[config.mk]
export PLATFORM = sky130hd
export DESIGN_NAME = legacy_spi_master
export DESIGN_NICKNAME = d
export VERILOG_FILES = /design/src/rtl/lspi_pkg.sv /design/src/rtl/lspi_divider.sv /design/src/rtl/lspi_engine.sv /design/src/rtl/legacy_spi_master.sv
export SDC_FILE = /design/constraint.sdc
export NUM_CORES = 1
export LEC_CHECK = 0
export ABC_AREA = 1
export ABC_CLOCK_PERIOD_IN_PS = 1930
export CORE_MARGIN = 2
export CORE_UTILIZATION = 40
export CTS_CLUSTER_SIZE = 14
export DETAILED_ROUTE_END_ITERATION = 7
export GPL_ROUTABILITY_DRIVEN = 1
export PLACE_DENSITY = 0.66
export SYNTH_ARGS = -nofsm -noshare
export SYNTH_HDL_FRONTEND = slang
export SYNTH_SLANG_ARGS = --single-unit
[constraint.sdc]
create_clock -name clk -period 1.93 [get_ports clk]
set_clock_uncertainty 0.1 [all_clocks]
set_input_delay 0.193 -clock clk [delete_from_list [all_inputs] [get_ports clk]]
set_output_delay 0.193 -clock clk [all_outputs]
set_load 0.05 [all_outputs]
[src/rtl/lspi_pkg.sv]
package lspi_pkg;

    typedef enum logic [2:0] {
        ST_IDLE,
        ST_LEAD,
        ST_HIGH,
        ST_LOW,
        ST_FINISH
    } lspi_state_e;

    // control register bit positions (software-visible layout)
    localparam int CB_RATE   = 0;
    localparam int CB_BUSY   = 7;
    localparam int CB_DSEL   = 8;
    localparam int CB_HOLD   = 11;
    localparam int CB_IRQEN  = 14;
    localparam int CB_ENABLE = 15;

    localparam int RATE_W = 2;
    localparam int DSEL_W = 2;

endpackage

[src/rtl/lspi_divider.sv]
module lspi_divider #(
    parameter int HALF_BASE = 25
) (
    input  logic                       clk,
    input  logic                       rst_n,
    input  logic                       run,
    input  logic [lspi_pkg::RATE_W-1:0] rate,
    output logic                       tick
);
    localparam int MAX_HALF = HALF_BASE << ((1 << lspi_pkg::RATE_W) - 1);
    localparam int CNT_W    = $clog2(MAX_HALF + 1);
    localparam logic [CNT_W-1:0] HB = CNT_W'(HALF_BASE);

    logic [CNT_W-1:0] cnt;
    logic [CNT_W-1:0] limit;

    assign limit = (HB << rate) - 1'b1;
    assign tick  = run && (cnt == limit);

    always_ff @(posedge clk or negedge rst_n) begin
        if (!rst_n) begin
            cnt <= '0;
        end else if (!run || tick) begin
            cnt <= '0;
        end else begin
            cnt <= cnt + 1'b1;
        end
    end

    // the half-period counter never passes the limit set by the rate code
    a_r1_cnt_bounded: assert property (@(posedge clk) disable iff (!rst_n)
        run |-> (cnt <= limit));

endmodule

[src/rtl/lspi_engine.sv]
module lspi_engine
    import lspi_pkg::*;
(
    input  logic       clk,
    input  logic       rst_n,
    input  logic       start,
    input  logic       tick,
    input  logic [7:0] tx_byte,
    input  logic       miso,
    output logic       busy,
    output logic       run,
    output logic       sck,
    output logic       mosi,
    output logic       done,
    output logic [7:0] rx_byte
);
    lspi_state_e state, state_nx;
    logic [7:0]  tx_sh;
    logic [2:0]  bit_cnt;

    // state register
    always_ff @(posedge clk or negedge rst_n) begin
        if (!rst_n) begin
            state <= ST_IDLE;
        end else begin
            state <= state_nx;
        end
    end

    // transitions: start, rise, fall, last, retire
    always_comb begin
        state_nx = state;
        unique case (state)
            ST_IDLE:   if (start) state_nx = ST_LEAD;
            ST_LEAD:   if (tick)  state_nx = ST_HIGH;
            ST_HIGH:   if (tick)  state_nx = (bit_cnt == 3'd7) ? ST_FINISH : ST_LOW;
            ST_LOW:    if (tick)  state_nx = ST_HIGH;
            ST_FINISH: state_nx = ST_IDLE;
            default:   state_nx = ST_IDLE;
        endcase
    end

    // shift datapath
    always_ff @(posedge clk or negedge rst_n) begin
        if (!rst_n) begin
            tx_sh   <= '0;
            rx_byte <= '0;
            bit_cnt <= '0;
        end else if (state == ST_IDLE && start) begin
            tx_sh   <= tx_byte;
            bit_cnt <= '0;
        end else if (tick && (state == ST_LEAD || state == ST_LOW)) begin
            rx_byte <= {rx_byte[6:0], miso};
        end else if (tick && state == ST_HIGH && bit_cnt != 3'd7) begin
            tx_sh   <= {tx_sh[6:0], 1'b0};
            bit_cnt <= bit_cnt + 1'b1;
        end
    end

    // outputs decoded from the state
    always_comb begin
        busy = 1'b1;
        run  = 1'b0;
        sck  = 1'b0;
        done = 1'b0;
        unique case (state)
            ST_IDLE:   busy = 1'b0;
            ST_LEAD:   run  = 1'b1;
            ST_HIGH:   begin run = 1'b1; sck = 1'b1; end
            ST_LOW:    run  = 1'b1;
            ST_FINISH: done = 1'b1;
            default:   busy = 1'b0;
        endcase
    end
    assign mosi = tx_sh[7];

    // outgoing data only changes while SCK is low
    a_r4_mosi_stable_high: assert property (@(posedge clk) disable iff (!rst_n)
        (sck && $past(sck)) |-> $stable(mosi));

endmodule

[src/rtl/legacy_spi_master.sv]
module legacy_spi_master
    import lspi_pkg::*;
#(
    parameter int HALF_BASE = 25,
    parameter int NDEV      = 3
) (
    input  logic            clk,
    input  logic            rst_n,
    input  logic            ctl_wr,
    input  logic [15:0]     ctl_wdata,
    output logic [15:0]     ctl_rdata,
    input  logic            dat_wr,
    input  logic [7:0]      dat_wdata,
    output logic [7:0]      dat_rdata,
    output logic            sck,
    output logic            mosi,
    input  logic            miso,
    output logic [NDEV-1:0] cs_n,
    output logic            irq
);
    logic              en_q, ie_q, hold_q;
    logic [DSEL_W-1:0] dsel_q, cs_dev;
    logic [RATE_W-1:0] rate_q;
    logic [7:0]        data_q, rx_byte;
    logic              cs_act, irq_q;
    logic              busy, run, tick, done, start;

    assign start = dat_wr && en_q && !busy;

    lspi_divider #(.HALF_BASE(HALF_BASE)) u_div (
        .clk   (clk),
        .rst_n (rst_n),
        .run   (run),
        .rate  (rate_q),
        .tick  (tick)
    );

    lspi_engine u_eng (
        .clk     (clk),
        .rst_n   (rst_n),
        .start   (start),
        .tick    (tick),
        .tx_byte (dat_wdata),
        .miso    (miso),
        .busy    (busy),
        .run     (run),
        .sck     (sck),
        .mosi    (mosi),
        .done    (done),
        .rx_byte (rx_byte)
    );

    // control register: policy bits always writable, the rest only while idle
    always_ff @(posedge clk or negedge rst_n) begin
        if (!rst_n) begin
            en_q   <= 1'b0;
            ie_q   <= 1'b0;
            hold_q <= 1'b0;
            dsel_q <= '0;
            rate_q <= '0;
        end else if (ctl_wr) begin
            hold_q <= ctl_wdata[CB_HOLD];
            ie_q   <= ctl_wdata[CB_IRQEN];
            if (!busy) begin
                en_q   <= ctl_wdata[CB_ENABLE];
                dsel_q <= ctl_wdata[CB_DSEL +: DSEL_W];
                rate_q <= ctl_wdata[CB_RATE +: RATE_W];
            end
        end
    end

    // data register, chip-select state and interrupt
    always_ff @(posedge clk or negedge rst_n) begin
        if (!rst_n) begin
            data_q <= '0;
            cs_act <= 1'b0;
            cs_dev <= '0;
            irq_q  <= 1'b0;
        end else begin
            irq_q <= done && ie_q;
            if (start) begin
                data_q <= dat_wdata;
                cs_act <= 1'b1;
                cs_dev <= dsel_q;
            end else if (done) begin
                data_q <= rx_byte;
                if (!hold_q) cs_act <= 1'b0;
            end
        end
    end

    generate
        for (genvar d = 0; d < NDEV; d++) begin : g_cs
            assign cs_n[d] = !(cs_act && (cs_dev == DSEL_W'(d)));
        end
    endgenerate

    always_comb begin
        ctl_rdata                       = '0;
        ctl_rdata[CB_RATE +: RATE_W]    = rate_q;
        ctl_rdata[CB_BUSY]              = busy;
        ctl_rdata[CB_DSEL +: DSEL_W]    = dsel_q;
        ctl_rdata[CB_HOLD]              = hold_q;
        ctl_rdata[CB_IRQEN]             = ie_q;
        ctl_rdata[CB_ENABLE]            = en_q;
    end
    assign dat_rdata = data_q;
    assign irq       = irq_q;

    // never more than one chip select low
    a_r3_cs_onehot: assert property (@(posedge clk) disable iff (!rst_n)
        $onehot0(~cs_n));
    // SCK only toggles high with chip-select state already active and steady
    a_r7_cs_before_sck: assert property (@(posedge clk) disable iff (!rst_n)
        $rose(sck) |-> (cs_act && $past(cs_act)));
    // interrupt is a single-cycle pulse
    a_r8_irq_single: assert property (@(posedge clk) disable iff (!rst_n)
        irq |=> !irq);
    // data register is frozen while shifting
    a_r5_data_frozen: assert property (@(posedge clk) disable iff (!rst_n)
        (busy && !done) |=> $stable(data_q));
    // rate and device fields do not move during a transfer
    a_r9_fields_frozen: assert property (@(posedge clk) disable iff (!rst_n)
        (busy && $past(busy)) |-> ($stable(rate_q) && $stable(dsel_q) && $stable(en_q)));

endmodule

==> flow_summary.yaml <==
run_status:
  outcome: "completed"
critical_path:
  reg2reg_to: "u_eng.tx_sh[4]"
  arrival_ps: 1500
  cp_slowest_cell: "clkdlybuf4s50_1"
  cp_top_family: "buffers and inverters"
  required_ps: 1640
  max_stage_delay_ps: 820
  startpoint_type: "register"
  r2r_setup_slack_ps: 170
  r2r_start: "rate_q[1]"
  crit_path_cell_trace: "clkdlybuf4s50_1"
  end_kind: "output pin"
  crit_buf_inv: 1
  rr_worst_depth: 11
  critPathKind: "register to output pin"
  worst-path-max-fanout: 3
global_route:
  grt_pass1_wl_mm: 9.27
  grt_max_degree: 29
  grt_antenna_before_repair: 0
  first_global_vias: 1987
  grtUsageTotal_pct: 15.7
  grt_overflow: 0
sta:
  worstMarginPinSlew_ps: 530
  finalSetupViolations: 0
  min_period_over_period_pct: 92.9
  rsz0062_at_grt: "no"
  slew_violations: 0
  finalHoldViolCount: 0
  slew_headroom_pct: 64.7
  fmax_mhz: 558
  fin_crit_ps: 1790
  tns_ps: 0
clock_tree:
  cts_tree: "yes"
  path_clk_slew_ps: 90
  htreeDepth: 2
  cts_buffers: 5
  clockBufferDepth: 2
  cts.sinks: 49
  cts_root_buf: "clkbuf_8"
  clkLatencyLatePin_ps: 300
cells_and_area:
  layout.cells.non_filler: 451
  drive_gt1_share_pct: 18.4
  area_growth_pct: 23.8
  final_common_cell: "nand2_1"
  final_cell_mix: "nand2_1 (91), dfrtp_1 (47), nand3_1 (46)"
  diodes: 0
  fill_cells: 604
  nNetsFinal: 407
yosys:
  synth.avg_cell_area_sq_um: 8.24
  synth_top_area_share_pct: 46.1
  synth_area_sq_mm: 0.00266
  synth_area_leader_cell: "dfrtp_1"
  ys_ff_latch: 49
  ys_warn_count: 0
  synthTopCellsByArea: "dfrtp_1 (46%), nand2_1 (13%), nand3_1 (8.6%), nand3_2 (4.1%), buf_4 (3.9%)"
  synth_seq_area_share_pct: 46.1
  syn-instance-count: 323
  synth.distinct_cells: 28
hold_path:
  hp-class: "primary input to async pin"
die:
  dieArea_sq_mm: 0.00732
  core_sq_mm: 0.00639
  start_util_pct: 41.7
  io_pins: 59
  rows: 29
  die_w_um: 85.6
  die_h_um: 85.6
drt:
  via_count: 2121
  drt_wl_total_mm: 5.31
  avgViaCountPerCell: 4.70
  avgRoutedWirePerCell_um: 11.8
  first_pass_iters: 4
  drtIter0Drc: 99
  drcViolationCount: 0
  antenna_left: 0
flow_run:
  max_cap_violations: 0
pwr:
  p_per_area_mw_per_mm2: 533
  irDropWorstVdd_v: 0.000278
  power.leakage_nw: 1.62
  total_power_mw: 1.76
place:
  io_buffers: 41
  gp_congestion: 0.776
  dp.cells: 440
  dp_hpwl_mm: 4.02
==> layout make-up <==
type	instances	area (sq um)	area share [%]
Multi-Input combinational cell	229	1200	36.4
Sequential cell	49	1230	37.3
Tap cell	77	96.3	2.92
Timing Repair Buffer	57	566	17.2
Clock buffer	6	72.6	2.20
Clock inverter	2	15.0	0.455
Inverter	31	119	3.61
==> cell usage after synthesis <==
library cell  count
ha_1              5
a21oi_1           6
o21ai_0           5
nand3_2          11
nand2_4           1
nand4_1           5
buf_8             1
nor2_2            1
nor2_4            1
nand3_1          46
buf_4            14
xnor2_1           3
nand2_2          12
buf_2             3
inv_4             1
o21ai_1           2
inv_1            25
mux2_2            1
inv_2             5
buf_6             3
conb_1            1
nor3_1            4
nand2_1          93
xor2_1            1
dfrtp_1          49
nor2_1           21
nand3b_1          1
nor2_8            2
==> worst register-to-register path, delay by kind of cell, from the launching register on <==
| family | cells | cell delay, ps |
|---|---|---|
| simple gates | 7 | 540 |
| flops | 1 | 430 |
| buf+inv | 3 | 310 |
| fa+ha+maj | 1 | 270 |
==> worst max-delay path by stage <==
stage                    from  cells past startpoint  slack (ps)          endpoint
CTS                    cs_act                      2          20           cs_n[0]
global placement    rate_q[1]                     12         110    u_eng.state[1]
floorplan           rate_q[1]                     11          60  u_eng.bit_cnt[0]
detailed placement  rate_q[1]                     12         100    u_eng.state[1]
finish              dsel_q[1]                      1         140      ctl_rdata[9]
global route        rate_q[1]                     11          20  u_eng.bit_cnt[1]
==> per-layer routing <==
layer  vias up  global-route usage, %  routed length, um
met5         -                      0                  0
met4         0                   5.92                 66
met3         4                   2.21                190
met2        39                   25.9               2590
met1       971                   21.1               2460
li1       1107                      -                  -
==> flip-flops by register name (all words and copies together) (netlist names), 2 cells and up <==
register,cells
dsel_q,2
u_eng.rx_byte,8
cs_dev,2
dat_rdata,8
u_eng.tx_sh,8
u_div.cnt,8
rate_q,2
u_eng.state,3
u_eng.bit_cnt,3
==> report_power, final <==
part	switching, mW	leakage [nW]	total (mW)	internal [mW]
Clock	0.338	0.0374	0.594	0.256
Combinational	0.0839	1.01	0.131	0.0473
Sequential	0.00251	0.577	1.03	1.03
Total	0.425	1.62	1.76	1.33
==> what timing repair did <==
item	4_1_cts	5_1_grt
hold buffers	1	0
endpoints found under the hold margin	21	0
resized for setup	0	10
setup buffers	0	2
setup endpoints to repair	0	25
==> cells by family after synthesis <==
logic type / after synthesis / synth area share, %
mux: 1 / 0.423
compound gates: 13 / 2.44
simple gates: 198 / 36.5
flops: 49 / 46.1
other cells: 1 / 0.141
fa+ha+maj: 5 / 2.35
xor+xnor: 4 / 1.32
buf+inv: 52 / 10.8
==> stage by stage <==
step	hold slack [ps]	worst slack [ps]	util, %	cell area, sq um
5_1_grt	354	16.3	51.6	3300
3_5_place_dp	104	98.8	49.4	3150
2_1_floorplan	-203	62.1	-	2690
3_3_place_gp	97.4	106	49.4	3150
6_report	299	137	51.6	3300
4_1_cts	305	20.5	50.9	3250
(Power assumes the default switching activity.)
